### src/rtl/agu_pkg.sv
package agu_pkg;

    localparam int AW = 16;

    typedef enum logic [2:0] {
        MD_ABS     = 3'd0,
        MD_IND     = 3'd1,
        MD_POSTINC = 3'd2,
        MD_POSTDEC = 3'd3,
        MD_PREDEC  = 3'd4,
        MD_POSTADD = 3'd5,
        MD_POSTSUB = 3'd6,
        MD_INDEXED = 3'd7
    } agu_mode_e;

    typedef enum logic [1:0] {
        LK_PTR = 2'd0,
        LK_OFS = 2'd1,
        LK_MOD = 2'd2,
        LK_NONE = 2'd3
    } ld_kind_e;

    typedef enum logic [1:0] {
        AR_LINEAR,
        AR_CIRCULAR,
        AR_REVERSE
    } arith_e;

    typedef struct packed {
        logic [AW-1:0] ptr;
        logic [AW-1:0] ofs;
        logic [AW-1:0] modv;
    } triple_t;

    typedef struct packed {
        logic          valid;
        logic [AW-1:0] addr;
        logic [1:0]    space;
        logic          hazard;
    } result_t;

    function automatic arith_e classify(input logic [AW-1:0] m);
        if (m == '1)          return AR_LINEAR;
        else if (m == '0)     return AR_REVERSE;
        else if (!m[AW-1])    return AR_CIRCULAR;
        else                  return AR_LINEAR;
    endfunction

    function automatic logic [AW-1:0] bit_flip(input logic [AW-1:0] v);
        logic [AW-1:0] o;
        for (int i = 0; i < AW; i++) o[i] = v[AW-1-i];
        return o;
    endfunction

    function automatic logic [AW-1:0] smear(input logic [AW-1:0] v);
        logic [AW-1:0] o;
        o = v;
        for (int s = 1; s < AW; s = s * 2) o = o | (o >> s);
        return o;
    endfunction

    function automatic logic uses_ptr(input agu_mode_e md);
        return md != MD_ABS;
    endfunction

    function automatic logic uses_ofs(input agu_mode_e md);
        return md == MD_POSTADD || md == MD_POSTSUB || md == MD_INDEXED;
    endfunction

    function automatic logic uses_mod(input agu_mode_e md);
        return md != MD_ABS && md != MD_IND;
    endfunction

    function automatic logic writes_ptr(input agu_mode_e md);
        return md == MD_POSTINC || md == MD_POSTDEC || md == MD_PREDEC ||
               md == MD_POSTADD || md == MD_POSTSUB;
    endfunction

    function automatic logic emits_step(input agu_mode_e md);
        return md == MD_PREDEC || md == MD_INDEXED;
    endfunction

endpackage

### src/rtl/agu_step.sv
module agu_step
    import agu_pkg::*;
(
    input  logic [AW-1:0] base,
    input  logic [AW:0]   delta,
    input  logic [AW-1:0] modv,
    output logic [AW-1:0] next
);
    localparam int SW = AW + 2;

    arith_e              kind;
    logic [AW-1:0]       mask;
    logic [AW:0]         span;
    logic signed [SW-1:0] off_s;
    logic signed [SW-1:0] d_s;
    logic signed [SW-1:0] size_s;
    logic signed [SW-1:0] sum_s;
    logic signed [SW-1:0] fix_s;
    logic                jump;
    logic [AW-1:0]       lin_res;
    logic [AW-1:0]       circ_res;
    logic [AW-1:0]       rev_res;

    always_comb begin
        kind    = classify(modv);
        mask    = smear(modv);
        span    = {1'b0, mask} + {{AW{1'b0}}, 1'b1};
        lin_res = base + delta[AW-1:0];
        rev_res = bit_flip(bit_flip(base) + delta[AW-1:0]);
        off_s   = SW'({2'b00, base & mask});
        d_s     = {delta[AW], delta};
        size_s  = SW'({2'b00, modv}) + SW'(1);
        sum_s   = off_s + d_s;
        if (sum_s >= size_s)      fix_s = sum_s - size_s;
        else if (sum_s < 0)       fix_s = sum_s + size_s;
        else                      fix_s = sum_s;
        jump    = (delta == span) || (delta == ((~span) + 1'b1));
        circ_res = (base & ~mask) | (fix_s[AW-1:0] & mask);
        unique case (kind)
            AR_CIRCULAR: next = jump ? lin_res : circ_res;
            AR_REVERSE:  next = rev_res;
            default:     next = lin_res;
        endcase
    end

endmodule

### src/rtl/agu_bank.sv
module agu_bank
    import agu_pkg::*;
#(
    parameter int NREG = 8,
    localparam int IW = $clog2(NREG)
) (
    input  logic          clk,
    input  logic          rst,
    input  logic          ld_en,
    input  ld_kind_e      ld_kind,
    input  logic [IW-1:0] ld_idx,
    input  logic [AW-1:0] ld_data,
    input  logic          wb_en,
    input  logic [IW-1:0] wb_idx,
    input  logic [AW-1:0] wb_data,
    input  logic [IW-1:0] rd_idx,
    output triple_t       rd
);
    triple_t regs [NREG];

    for (genvar i = 0; i < NREG; i++) begin : g_slot
        logic hit_ld;
        assign hit_ld = ld_en && (ld_idx == IW'(i));

        always_ff @(posedge clk) begin
            if (rst) begin
                regs[i].ptr  <= '0;
                regs[i].ofs  <= '0;
                regs[i].modv <= '1;
            end else begin
                if (hit_ld && ld_kind == LK_PTR)
                    regs[i].ptr <= ld_data;
                else if (wb_en && wb_idx == IW'(i))
                    regs[i].ptr <= wb_data;
                if (hit_ld && ld_kind == LK_OFS)
                    regs[i].ofs <= ld_data;
                if (hit_ld && ld_kind == LK_MOD)
                    regs[i].modv <= ld_data;
            end
        end


        mod_reset_chk: assert property (@(posedge clk) disable iff (rst)
            $past(rst) |-> (regs[i].modv == '1 && regs[i].ptr == '0 && regs[i].ofs == '0));
    end

    assign rd = regs[rd_idx];


    load_wins_chk: assert property (@(posedge clk) disable iff (rst)
        (ld_en && ld_kind == LK_PTR) |=> regs[$past(ld_idx)].ptr == $past(ld_data));

endmodule

### src/rtl/agu_hazard.sv
module agu_hazard
    import agu_pkg::*;
#(
    parameter int NREG = 8,
    localparam int IW = $clog2(NREG)
) (
    input  logic          clk,
    input  logic          rst,
    input  logic          ld_en,
    input  ld_kind_e      ld_kind,
    input  logic [IW-1:0] ld_idx,
    input  logic          acc_valid,
    input  agu_mode_e     acc_mode,
    input  logic [IW-1:0] acc_idx,
    output logic          hit
);
    logic [NREG-1:0] fresh_ptr;
    logic [NREG-1:0] fresh_ofs;
    logic [NREG-1:0] fresh_mod;

    for (genvar i = 0; i < NREG; i++) begin : g_flag
        logic sel;
        assign sel = ld_en && (ld_idx == IW'(i));
        always_ff @(posedge clk) begin
            if (rst) begin
                fresh_ptr[i] <= 1'b0;
                fresh_ofs[i] <= 1'b0;
                fresh_mod[i] <= 1'b0;
            end else begin
                fresh_ptr[i] <= sel && ld_kind == LK_PTR;
                fresh_ofs[i] <= sel && ld_kind == LK_OFS;
                fresh_mod[i] <= sel && ld_kind == LK_MOD;
            end
        end
    end

    always_comb begin
        hit = acc_valid && (
              (uses_ptr(acc_mode) && fresh_ptr[acc_idx]) ||
              (uses_ofs(acc_mode) && fresh_ofs[acc_idx]) ||
              (uses_mod(acc_mode) && fresh_mod[acc_idx]));
    end


    single_fresh_chk: assert property (@(posedge clk) disable iff (rst)
        $countones({fresh_ptr, fresh_ofs, fresh_mod}) <= 1);

endmodule

### src/rtl/agu_top.sv
module agu_top
    import agu_pkg::*;
#(
    parameter int NREG = 8,
    localparam int IW = $clog2(NREG)
) (
    input  logic          clk,
    input  logic          rst,
    input  logic          acc_valid,
    input  logic [2:0]    acc_mode,
    input  logic [IW-1:0] acc_idx,
    input  logic [1:0]    acc_space,
    input  logic [AW-1:0] abs_addr,
    input  logic          ld_en,
    input  logic [1:0]    ld_kind,
    input  logic [IW-1:0] ld_idx,
    input  logic [AW-1:0] ld_data,
    output logic          ea_valid,
    output logic [AW-1:0] ea,
    output logic [1:0]    ea_space,
    output logic          hazard
);
    agu_mode_e     mode;
    ld_kind_e      lk;
    triple_t       cur;
    logic [AW:0]   delta;
    logic [AW-1:0] stepped;
    logic          wb_en;
    logic          hz;
    result_t       res_d;
    result_t       res_q;

    assign mode = agu_mode_e'(acc_mode);
    assign lk   = ld_kind_e'(ld_kind);

    agu_bank #(.NREG(NREG)) i_bank (
        .clk     (clk),
        .rst     (rst),
        .ld_en   (ld_en),
        .ld_kind (lk),
        .ld_idx  (ld_idx),
        .ld_data (ld_data),
        .wb_en   (wb_en),
        .wb_idx  (acc_idx),
        .wb_data (stepped),
        .rd_idx  (acc_idx),
        .rd      (cur)
    );

    agu_step i_step (
        .base  (cur.ptr),
        .delta (delta),
        .modv  (cur.modv),
        .next  (stepped)
    );

    agu_hazard #(.NREG(NREG)) i_hazard (
        .clk       (clk),
        .rst       (rst),
        .ld_en     (ld_en),
        .ld_kind   (lk),
        .ld_idx    (ld_idx),
        .acc_valid (acc_valid),
        .acc_mode  (mode),
        .acc_idx   (acc_idx),
        .hit       (hz)
    );

    always_comb begin
        unique case (mode)
            MD_POSTINC:             delta = (AW+1)'(1);
            MD_POSTDEC, MD_PREDEC:  delta = '1;
            MD_POSTADD, MD_INDEXED: delta = {cur.ofs[AW-1], cur.ofs};
            MD_POSTSUB:             delta = ~{cur.ofs[AW-1], cur.ofs} + 1'b1;
            default:                delta = '0;
        endcase
        wb_en = acc_valid && writes_ptr(mode);
        res_d.valid  = acc_valid;
        res_d.space  = acc_space;
        res_d.hazard = hz;
        if (mode == MD_ABS)        res_d.addr = abs_addr;
        else if (emits_step(mode)) res_d.addr = stepped;
        else                       res_d.addr = cur.ptr;
    end

    always_ff @(posedge clk) begin
        if (rst) res_q <= '0;
        else     res_q <= res_d;
    end

    assign ea_valid = res_q.valid;
    assign ea       = res_q.addr;
    assign ea_space = res_q.space;
    assign hazard   = res_q.hazard;


    post_ea_chk: assert property (@(posedge clk) disable iff (rst)
        (acc_valid && (mode == MD_POSTINC || mode == MD_POSTDEC ||
                       mode == MD_POSTADD || mode == MD_POSTSUB))
        |=> ea == $past(cur.ptr));


    abs_ea_chk: assert property (@(posedge clk) disable iff (rst)
        (acc_valid && mode == MD_ABS) |=> (ea_valid && ea == $past(abs_addr) && !hazard));


    hazard_src_chk: assert property (@(posedge clk) disable iff (rst)
        hazard |-> ($past(ld_en, 2) && ea_valid));


    idle_chk: assert property (@(posedge clk) disable iff (rst)
        !acc_valid |=> !ea_valid);

endmodule

### config.mk
export PLATFORM = sky130hd
export DESIGN_NAME = agu_top
export DESIGN_NICKNAME = d
export VERILOG_FILES = /design/src/rtl/agu_pkg.sv /design/src/rtl/agu_step.sv /design/src/rtl/agu_bank.sv /design/src/rtl/agu_hazard.sv /design/src/rtl/agu_top.sv
export SDC_FILE = /design/constraint.sdc
export NUM_CORES = 1
export LEC_CHECK = 0
export BUFFER_PORTS_ARGS = -buffer_cell sky130_fd_sc_hd__buf_2
export CAP_MARGIN = 30
export CELL_PAD_IN_SITES_DETAIL_PLACEMENT = 1
export CELL_PAD_IN_SITES_GLOBAL_PLACEMENT = 2
export CORE_MARGIN = 3
export CORE_UTILIZATION = 46
export DETAILED_ROUTE_END_ITERATION = 7
export PLACE_DENSITY = 0.89
export SLEW_MARGIN = 20
export SYNTH_ARGS = -nofsm -noshare
export SYNTH_HDL_FRONTEND = slang
export SYNTH_SLANG_ARGS = --single-unit
### constraint.sdc
create_clock -name clk -period 19.6 [get_ports clk]
set_clock_uncertainty 0.1 [all_clocks]
set_input_delay 0.98 -clock clk [delete_from_list [all_inputs] [get_ports clk]]
set_output_delay 0.98 -clock clk [all_outputs]
set_load 0.01 [all_outputs]
### After elaboration in Yosys (flattened, before gate mapping)

Memory sizes are Yosys's and may differ from the RTL's.
Index checks and enable logic that the tools add are counted.

* bitwise logic cells: 43
* reduce and logical (&&, ||, !) cells: 64
* mux-type cells: 154
* add/sub/neg operators: 9
* order comparisons: 3
* equality and inequality tests: 28

Operator list (number)
* $mux W16: 37
* $mux W1: 110
* $pmux W17 S4: 1
* $add A16 B16 Y16: 3
* $and A16 B16 Y16: 3
* $logic_and A1 B1 Y1: 46
* $eq A3 B3 Y1 const B: 12
* $add A16 B1 Y17 const B: 2
* $add A17 B1 Y17 const B: 2
* $eq A17 B17 Y1: 2
* $not A17 Y17: 2
* $or A1 B1 Y1: 32
* $pmux W16 S2: 1
* $add A17 B17 Y18: 1
* $eq A3 B2 Y1 const B: 6
* $ge A18 B18 Y1: 1
* $lt A18 B1 Y1 const B: 1
* $eq A16 B16 Y1 const B: 1
* $logic_not A16 Y1: 1
* $not A16 Y16: 1
* $or A16 B12 Y16: 1
* $or A16 B14 Y16: 1
* $or A16 B15 Y16: 1
* $or A16 B16 Y16: 1
* other kinds (14): 32

* memories: 1
* bits in writable memories: 384
* output and inout bits: 20
* word-level logic and storage cells: 330
* register bits after elaboration: 44

Memory list
* i_bank.regs: depth 8, width 48, read ports 1, clocked after Yosys merged registers in 0, wr ports 8, line agu_bank.sv:19 `triple_t regs [NREG];`

### Depth between registers and ports, before layout

Gate-level depths: netlist (run 1).
An unclocked memory read counts as a cell.

* depth after elaboration: 16
* depth in mapped cells: 43

### By module

From an unflattened synthesis (run 1), not the netlist that was laid out.

* cell total of the unflattened synthesis: 2271
* area total of the unflattened synthesis: 26588.0 um^2

By module, submodules not included
* agu_bank: instances 1, area each 18495.2 um^2, cells each 1174
* agu_step: instances 1, area each 5845.6 um^2, cells each 845
* agu_top: instances 1, area each 1328.8 um^2, cells each 167
* agu_hazard: instances 1, area each 918.4 um^2, cells each 85

### Worst setup path after synthesis (run 1)

No wires, ideal clock.

* path type: input to register
* start point: in acc_idx[0]
* end point: mem i_bank.regs[1][46] (netlist name), data pin
* data required time: 19218 ps
* path buffers: 7
* path slack: 10359 ps
* cell stages on the path: 32
* arrival time: 8859 ps
* library setup time: 282 ps
* cell sequence: buf_2 buf_1 buf_2 buf_1 clkbuf_1 buf_1 mux4_2 nand2_1 nand2_1 and2_1 ha_1 a21o_1 a21oi_1 o21bai_1 a21oi_1 o21bai_1 and2_1 o21a_1 nor2_1 xnor2_1 ha_1 or4_1 a2111o_1 a31oi_1 o22ai_1 or2_2 clkbuf_1 o221a_2 a22oi_1 nor3_1 a221oi_1 o21ai_0

RTL lines
* start: declaration: line agu_top.sv:11 `input logic [IW-1:0] acc_idx,`
* end: declaration: line agu_bank.sv:19

==> impl_results.md, run 1 <==
- Metal-1 WL: 38700 µm
- Largest net degree at the start of global routing: 97
- Via count: 21000
- CTS tree: built
- Remaining antenna violation count: 0
- Most common cell in the netlist: edfxtp_1
- FFs w/ async S/R, synth: 0%
- CTS Buf Count: 47
- Post_cts resized: 0
- Slew headroom: 29.9%
- Crit path DAT: 10.86 ns
- RSZ-0062 raised after global routing: no
- Synth area leaders: edfxtp_1, mux4_2, ha_1
- Synth Instances: 2388
- Synth Warn #: 0
- Post-synth top area share: 44.5%
- Layout cell share with drive strength beyond 1: 14.6%
- Clock Latency Late Sink: 0.60 ns
- Worst-margin pin slew: 1.05 ns
- Worst reg-to-reg path cell count: 33
- Top sig layer: met5
- Reg clk slew, reported paths: 0.07 ns
- CP Max Fanout: 76
- Global Route Usage Sum: 32.1%
- DR iter-0 viols: 2495
- DRT Wirelength: 96400 µm
- Synthesized Nets: 2527
- Setup_tns: 0 ns
- Total power: 2830 µW
- Initial Util: 46.7%
- Max Fclk: 0.0936 GHz
- Die height: 243 µm
- CP peak stage delay: 0.78 ns
- Clock buffer depth: 3
- Maximum VDD drop: 0.0000699 V
- Top cell type by total area after synthesis: edfxtp_1
- Grt ovf: 0
- Buffers added on ports: 68
- Top FF cell, synth: edfxtp_1
- Setup Viol. Count Final: 0
- Final hold vios: 0
- Seq/Total Area, Yosys: 48.0%
- Fin nets: 2534
- Final slew viol count: 0
- Setup WS post-layout: 8.92 ns
- Final period util: 54.5%
- TritonRoute pass-1 iters: 6
- CORE AREA: 0.0554 mm²
- Placed Cells: 3087
- Power density over the cells: 99.2 mW/mm²
- Io pins: 69
- GPL Wtd Cong: 0.940
- CTS Hold Bufs: 0
- Met3 WL post-DR: 8010 µm
- DP HPWL: 67400 µm
- Worst slack at placement: 8.43 ns
- Mean post-synth cell area: 10.8 µm²
- Slowest-stage cell, CP: a221oi_1
- Top cells by count, synth: edfxtp_1, nand2_1, o21ai_0, and2_1, or3_1
- WL/cell: 30.3 µm
- Fin crit period: 10.68 ns
- DRC Markers: 0
- Layout area overhead: 10.4%
- Outcome: complete, no violations
- Initial antenna violation count: 8
- Number of flops mapped to enable cells by yosys: 384
- Die width: 243 µm
- CP required: 19.78 ns
- Seq cells post-synth: 428
- CTS H-tree depth: 2
- CP startpoint kind: primary input
- WL met2: 45600 µm
- Critical path class: in2reg
- Root Buffer: clkbuf_16
- Layout Cells excl Fill: 3185
- Leak Pwr: 0.0105 µW
- CP Capture Type: flip-flop
- Multi-input logic area: 0.0125 mm²
- Mapped Area: 0.0259 mm²
- Filler Cell Count: 5882
- Yosys cell types: 98
- Worst min path class: in2reg
- Max_cap viols: 0
- Cell row count: 86
- Vias per cell: 6.60
- Worst Hold Slack: 0.491 ns
- CTS sink cnt: 428
- FF/Latch Area: 0.0124 mm²
- Setup Buffers After CTS: 0
- Die area: 0.0592 mm²
- Worst hold path stage count: 3
- Number of global-route vias before repair: 21600
- First-pass GRT wire length: 142000 µm
-- metrics by stage --
| step | utilization [%] | cell area, µm² |
|---|---|---|
| 3_5_place_dp | 48.6 | 26900 |
| 5_1_grt | 51.6 | 28600 |
| 2_1_floorplan | - | 25900 |
| 3_3_place_gp | 48.4 | 26800 |
| 4_1_cts | 51.4 | 28500 |
| 6_report | 51.6 | 28600 |
-- layout make-up --
class	instances	area share, %
antenna	3	0.0263
clock buffer	71	4.82
clock inverter	17	0.736
inverter	84	1.10
multi-input combinational	1717	43.9
sequential	428	43.4
tap	748	3.27
timing repair buffer	117	2.75
-- metal layers --
metal / vias to the layer above / track usage, %
met5: - / 0
met4: 2 / 12.7
met3: 235 / 4.89
li1: 8966 / -
met1: 10800 / 43.1
met2: 1060 / 52.3
-- state kept, by name (all words and copies together) (netlist names) --
name,flops
i_hazard.fresh_ofs,8
ea,16
i_bank.regs,384
hazard,1
i_hazard.fresh_ptr,8
i_hazard.fresh_mod,8
ea_space,2
ea_valid,1
-- path summary, 6_finish.rpt --
kind,from,end,slack (ns)
hold / removal,abs_addr[1],ea[1],0.49
setup / recovery,acc_idx[1],i_bank.regs[5][46],8.92
setup reg to reg,i_bank.regs[2][7],i_bank.regs[5][46],10.25
hold reg to reg,i_hazard.fresh_ofs[7],hazard,0.94
-- power breakdown --
group          leakage [µW]  switching (µW)  internal (µW)  total [µW]
Combinational       0.00553             571            285         856
Sequential          0.00420            15.5           1040        1060
Clock              0.000782             379            541         920
Total                0.0105             966           1870        2830
-- critical path: cells and delay by family --
| family | cells | cell delay, ns |
|---|---|---|
| AOI/OAI and AO/OA | 16 | 4.34 |
| xor gates and xnor gates | 1 | 0.09 |
| adders and majority gates | 3 | 1.00 |
| buffers and inverters | 3 | 1.49 |
| and+or+nand+nor | 14 | 2.86 |
-- logic make-up (layout without fill, tap and decap cells) --
group	count (synthesis)	count (layout)	share of synthesized area, %
xor+xnor	79	79	2.73
buf+inv	243	289	3.84
compound gates	558	558	14.8
mux	150	150	9.18
other cells	0	3	0
fa+ha+maj	90	90	4.50
flops	428	428	48.0
simple gates	840	840	17.0
-- cells in the final DEF (no fill, tap or decap), types with 49 or more instances in the layout --
| cell type | instances |
|---|---|
| a21oi_1 | 83 |
| and2_1 | 151 |
| buf_2 | 66 |
| clkbuf_16 | 49 |
| edfxtp_1 | 384 |
| ha_1 | 85 |
| inv_1 | 81 |
| mux4_2 | 65 |
| nand2_1 | 232 |
| nor2_1 | 121 |
| o21ai_0 | 158 |
| or3_1 | 141 |
(Power assumes the default switching activity.)
==> inputs of run 2 (changes only) <==
CORE_UTILIZATION = 39   (was 46)
PLACE_DENSITY = 0.8   (was 0.89)
clock period = 9.5 ns   (was 19.6 ns; I/O delays follow)
==> impl_results.md, run 2 (same netlist as run 1, synthesis figures left out) <==
- Fin nets: 2592 (+2.3%)
- Final hold vios: 0 (unchanged)
- TritonRoute pass-1 iters: 5 (-1)
- Total power: 5700 µW (+100%)
- Buffers added on ports: 68 (unchanged)
- CTS tree: built
- Slew headroom: 33.7% (+3.8 points)
- Clock buffer depth: 3 (unchanged)
- Setup_tns: 0 ns (unchanged)
- Vias per cell: 6.25 (-5.3%)
- Critical path class: in2reg
- CTS sink cnt: 428 (unchanged)
- Initial antenna violation count: 4 (-4)
- Setup Viol. Count Final: 0 (unchanged)
- CP startpoint kind: primary input
- Die width: 264 µm (+8.4%)
- Reg clk slew, reported paths: 0.06 ns (about the same)
- Worst min path class: in2reg
- GPL Wtd Cong: 0.945 (+0.61%)
- CORE AREA: 0.0650 mm² (+17%)
- Setup WS post-layout: 0.618 ns (-8.30 ns)
- Outcome: complete, no violations
- Setup Buffers After CTS: 0 (unchanged)
- Max Fclk: 0.113 GHz
- Max_cap viols: 0 (unchanged)
- CP Max Fanout: 25 (-67%)
- DP HPWL: 69700 µm (+3.4%)
- Grt ovf: 0 (unchanged)
- Layout area overhead: 12.2%
- Power density over the cells: 196 mW/mm² (+98%)
- Layout cell share with drive strength beyond 1: 16.1% (+1.5 points)
- DRT Wirelength: 97100 µm (+0.76%)
- Die height: 264 µm (+8.4%)
- Root Buffer: clkbuf_16
- Final period util: 93.5%
- WL/cell: 29.0 µm (-4.1%)
- Worst Hold Slack: 0.0334 ns (-0.458 ns)
- Via count: 20900 (-0.51%)
- Worst reg-to-reg path cell count: 28 (-15%)
- Leading cell types in the layout, fill and taps excluded: edfxtp_1, nand2_1, o21ai_0
- CP required: 9.67 ns (-10.11 ns)
- Global Route Usage Sum: 27.3% (-4.8 points)
- Number of global-route vias before repair: 21400 (-1.1%)
- Io pins: 69 (unchanged)
- Max FFs per register: 384 (unchanged)
- Cell row count: 93 (+8.1%)
- Leak Pwr: 0.0107 µW (+2.1%)
- Remaining antenna violation count: 0 (unchanged)
- Crit path DAT: 9.05 ns (-1.81 ns)
- First-pass GRT wire length: 142000 µm (+0.34%)
- CTS Hold Bufs: 4 (+4)
- Initial Util: 39.8% (-6.9 points)
- Worst hold path stage count: 2 (-1)
- Biggest register: i_bank.regs
- Slowest-stage cell, CP: or4_1
- Worst slack at placement: 0.241 ns (-8.19 ns)
- Commonest non-fill, non-tap cell in the layout: edfxtp_1
- Largest net degree at the start of global routing: 79 (-19%)
- CP peak stage delay: 0.56 ns (-0.22 ns)
- Final slew viol count: 0 (unchanged)
- DRC Markers: 0 (unchanged)
- CP Capture Type: flip-flop
- DR iter-0 viols: 2050 (-18%)
- Clock Latency Late Sink: 0.59 ns (about the same)
- Worst-margin pin slew: 0.969 ns (-0.0812 ns)
- Filler Cell Count: 6985 (+19%)
- RSZ-0062 raised after global routing: no
- CTS H-tree depth: 2 (unchanged)
- CTS Buf Count: 46 (-2.1%)
- Die area: 0.0695 mm² (+17%)
- Fin crit period: 8.88 ns
- Post_cts resized: 0 (unchanged)
- Maximum VDD drop: 0.000130 V (+86%)
-- run 2: cell count changes in the layout (fill, tap and decap cells not counted), sizes merged --
cell,delta
buf,+55
bufinv,-2
clkbuf,-19
clkinv,+18
diode,-2
dlygate4sd3,+4
-- run 2: worst paths after layout --
path | end | start | slack, ns
setup / recovery | i_bank.regs[0][45] | acc_idx[1] | 0.62
hold / removal | ea[7] | abs_addr[7] | 0.03
setup reg to reg | i_bank.regs[0][45] | i_bank.regs[2][7] | 0.70
hold reg to reg | ea[6] | i_bank.regs[6][38] | 0.87
-- run 2: metal layers --
metal / track usage [%] / vias to the layer above / share of wire (%)
met4: 7.09 / 0 / 2.8
met2: 46.1 / 804 / 48
li1: - / 9094 / -
met3: 3.56 / 144 / 6.7
met1: 37.1 / 10900 / 42
met5: 0 / - / 0
-- run 2: worst max-delay path, delay by kind of cell --
family / cells / cell delay, ns
fa+ha+maj: 4 / 1.37
mux: 2 / 0.89
xor+xnor: 1 / 0.15
compound gates: 13 / 3.00
simple gates: 7 / 1.75
buf+inv: 5 / 1.34
-- run 2: per-stage QoR --
stage          instances  cell area, µm²  utilization [%]
2_1_floorplan       2388           25900                -
3_3_place_gp        3237           27300             42.0
3_5_place_dp        3252           27500             42.3
4_1_cts             3341           29000             44.6
5_1_grt             3345           29000             44.6
6_report            3346           29000             44.7
-- run 2: area by class of cell --
| cell class | count | area, µm² | share of cell area (%) |
|---|---|---|---|
| Multi-Input combinational cell | 1717 | 12500 | 43.1 |
| Sequential cell | 428 | 12400 | 42.7 |
| Timing Repair Buffer | 176 | 1320 | 4.55 |
| Clock buffer | 52 | 1170 | 4.04 |
| Tap cell | 855 | 1070 | 3.68 |
| Inverter | 84 | 315 | 1.09 |
| Clock inverter | 33 | 233 | 0.801 |
| Antenna cell | 1 | 2.50 | 0.00862 |
-- run 2: power breakdown --
group	total, µW	internal (µW)	switching, µW
logic	1800	631	1170
clock network	1720	947	773
registers	2180	2150	27.6
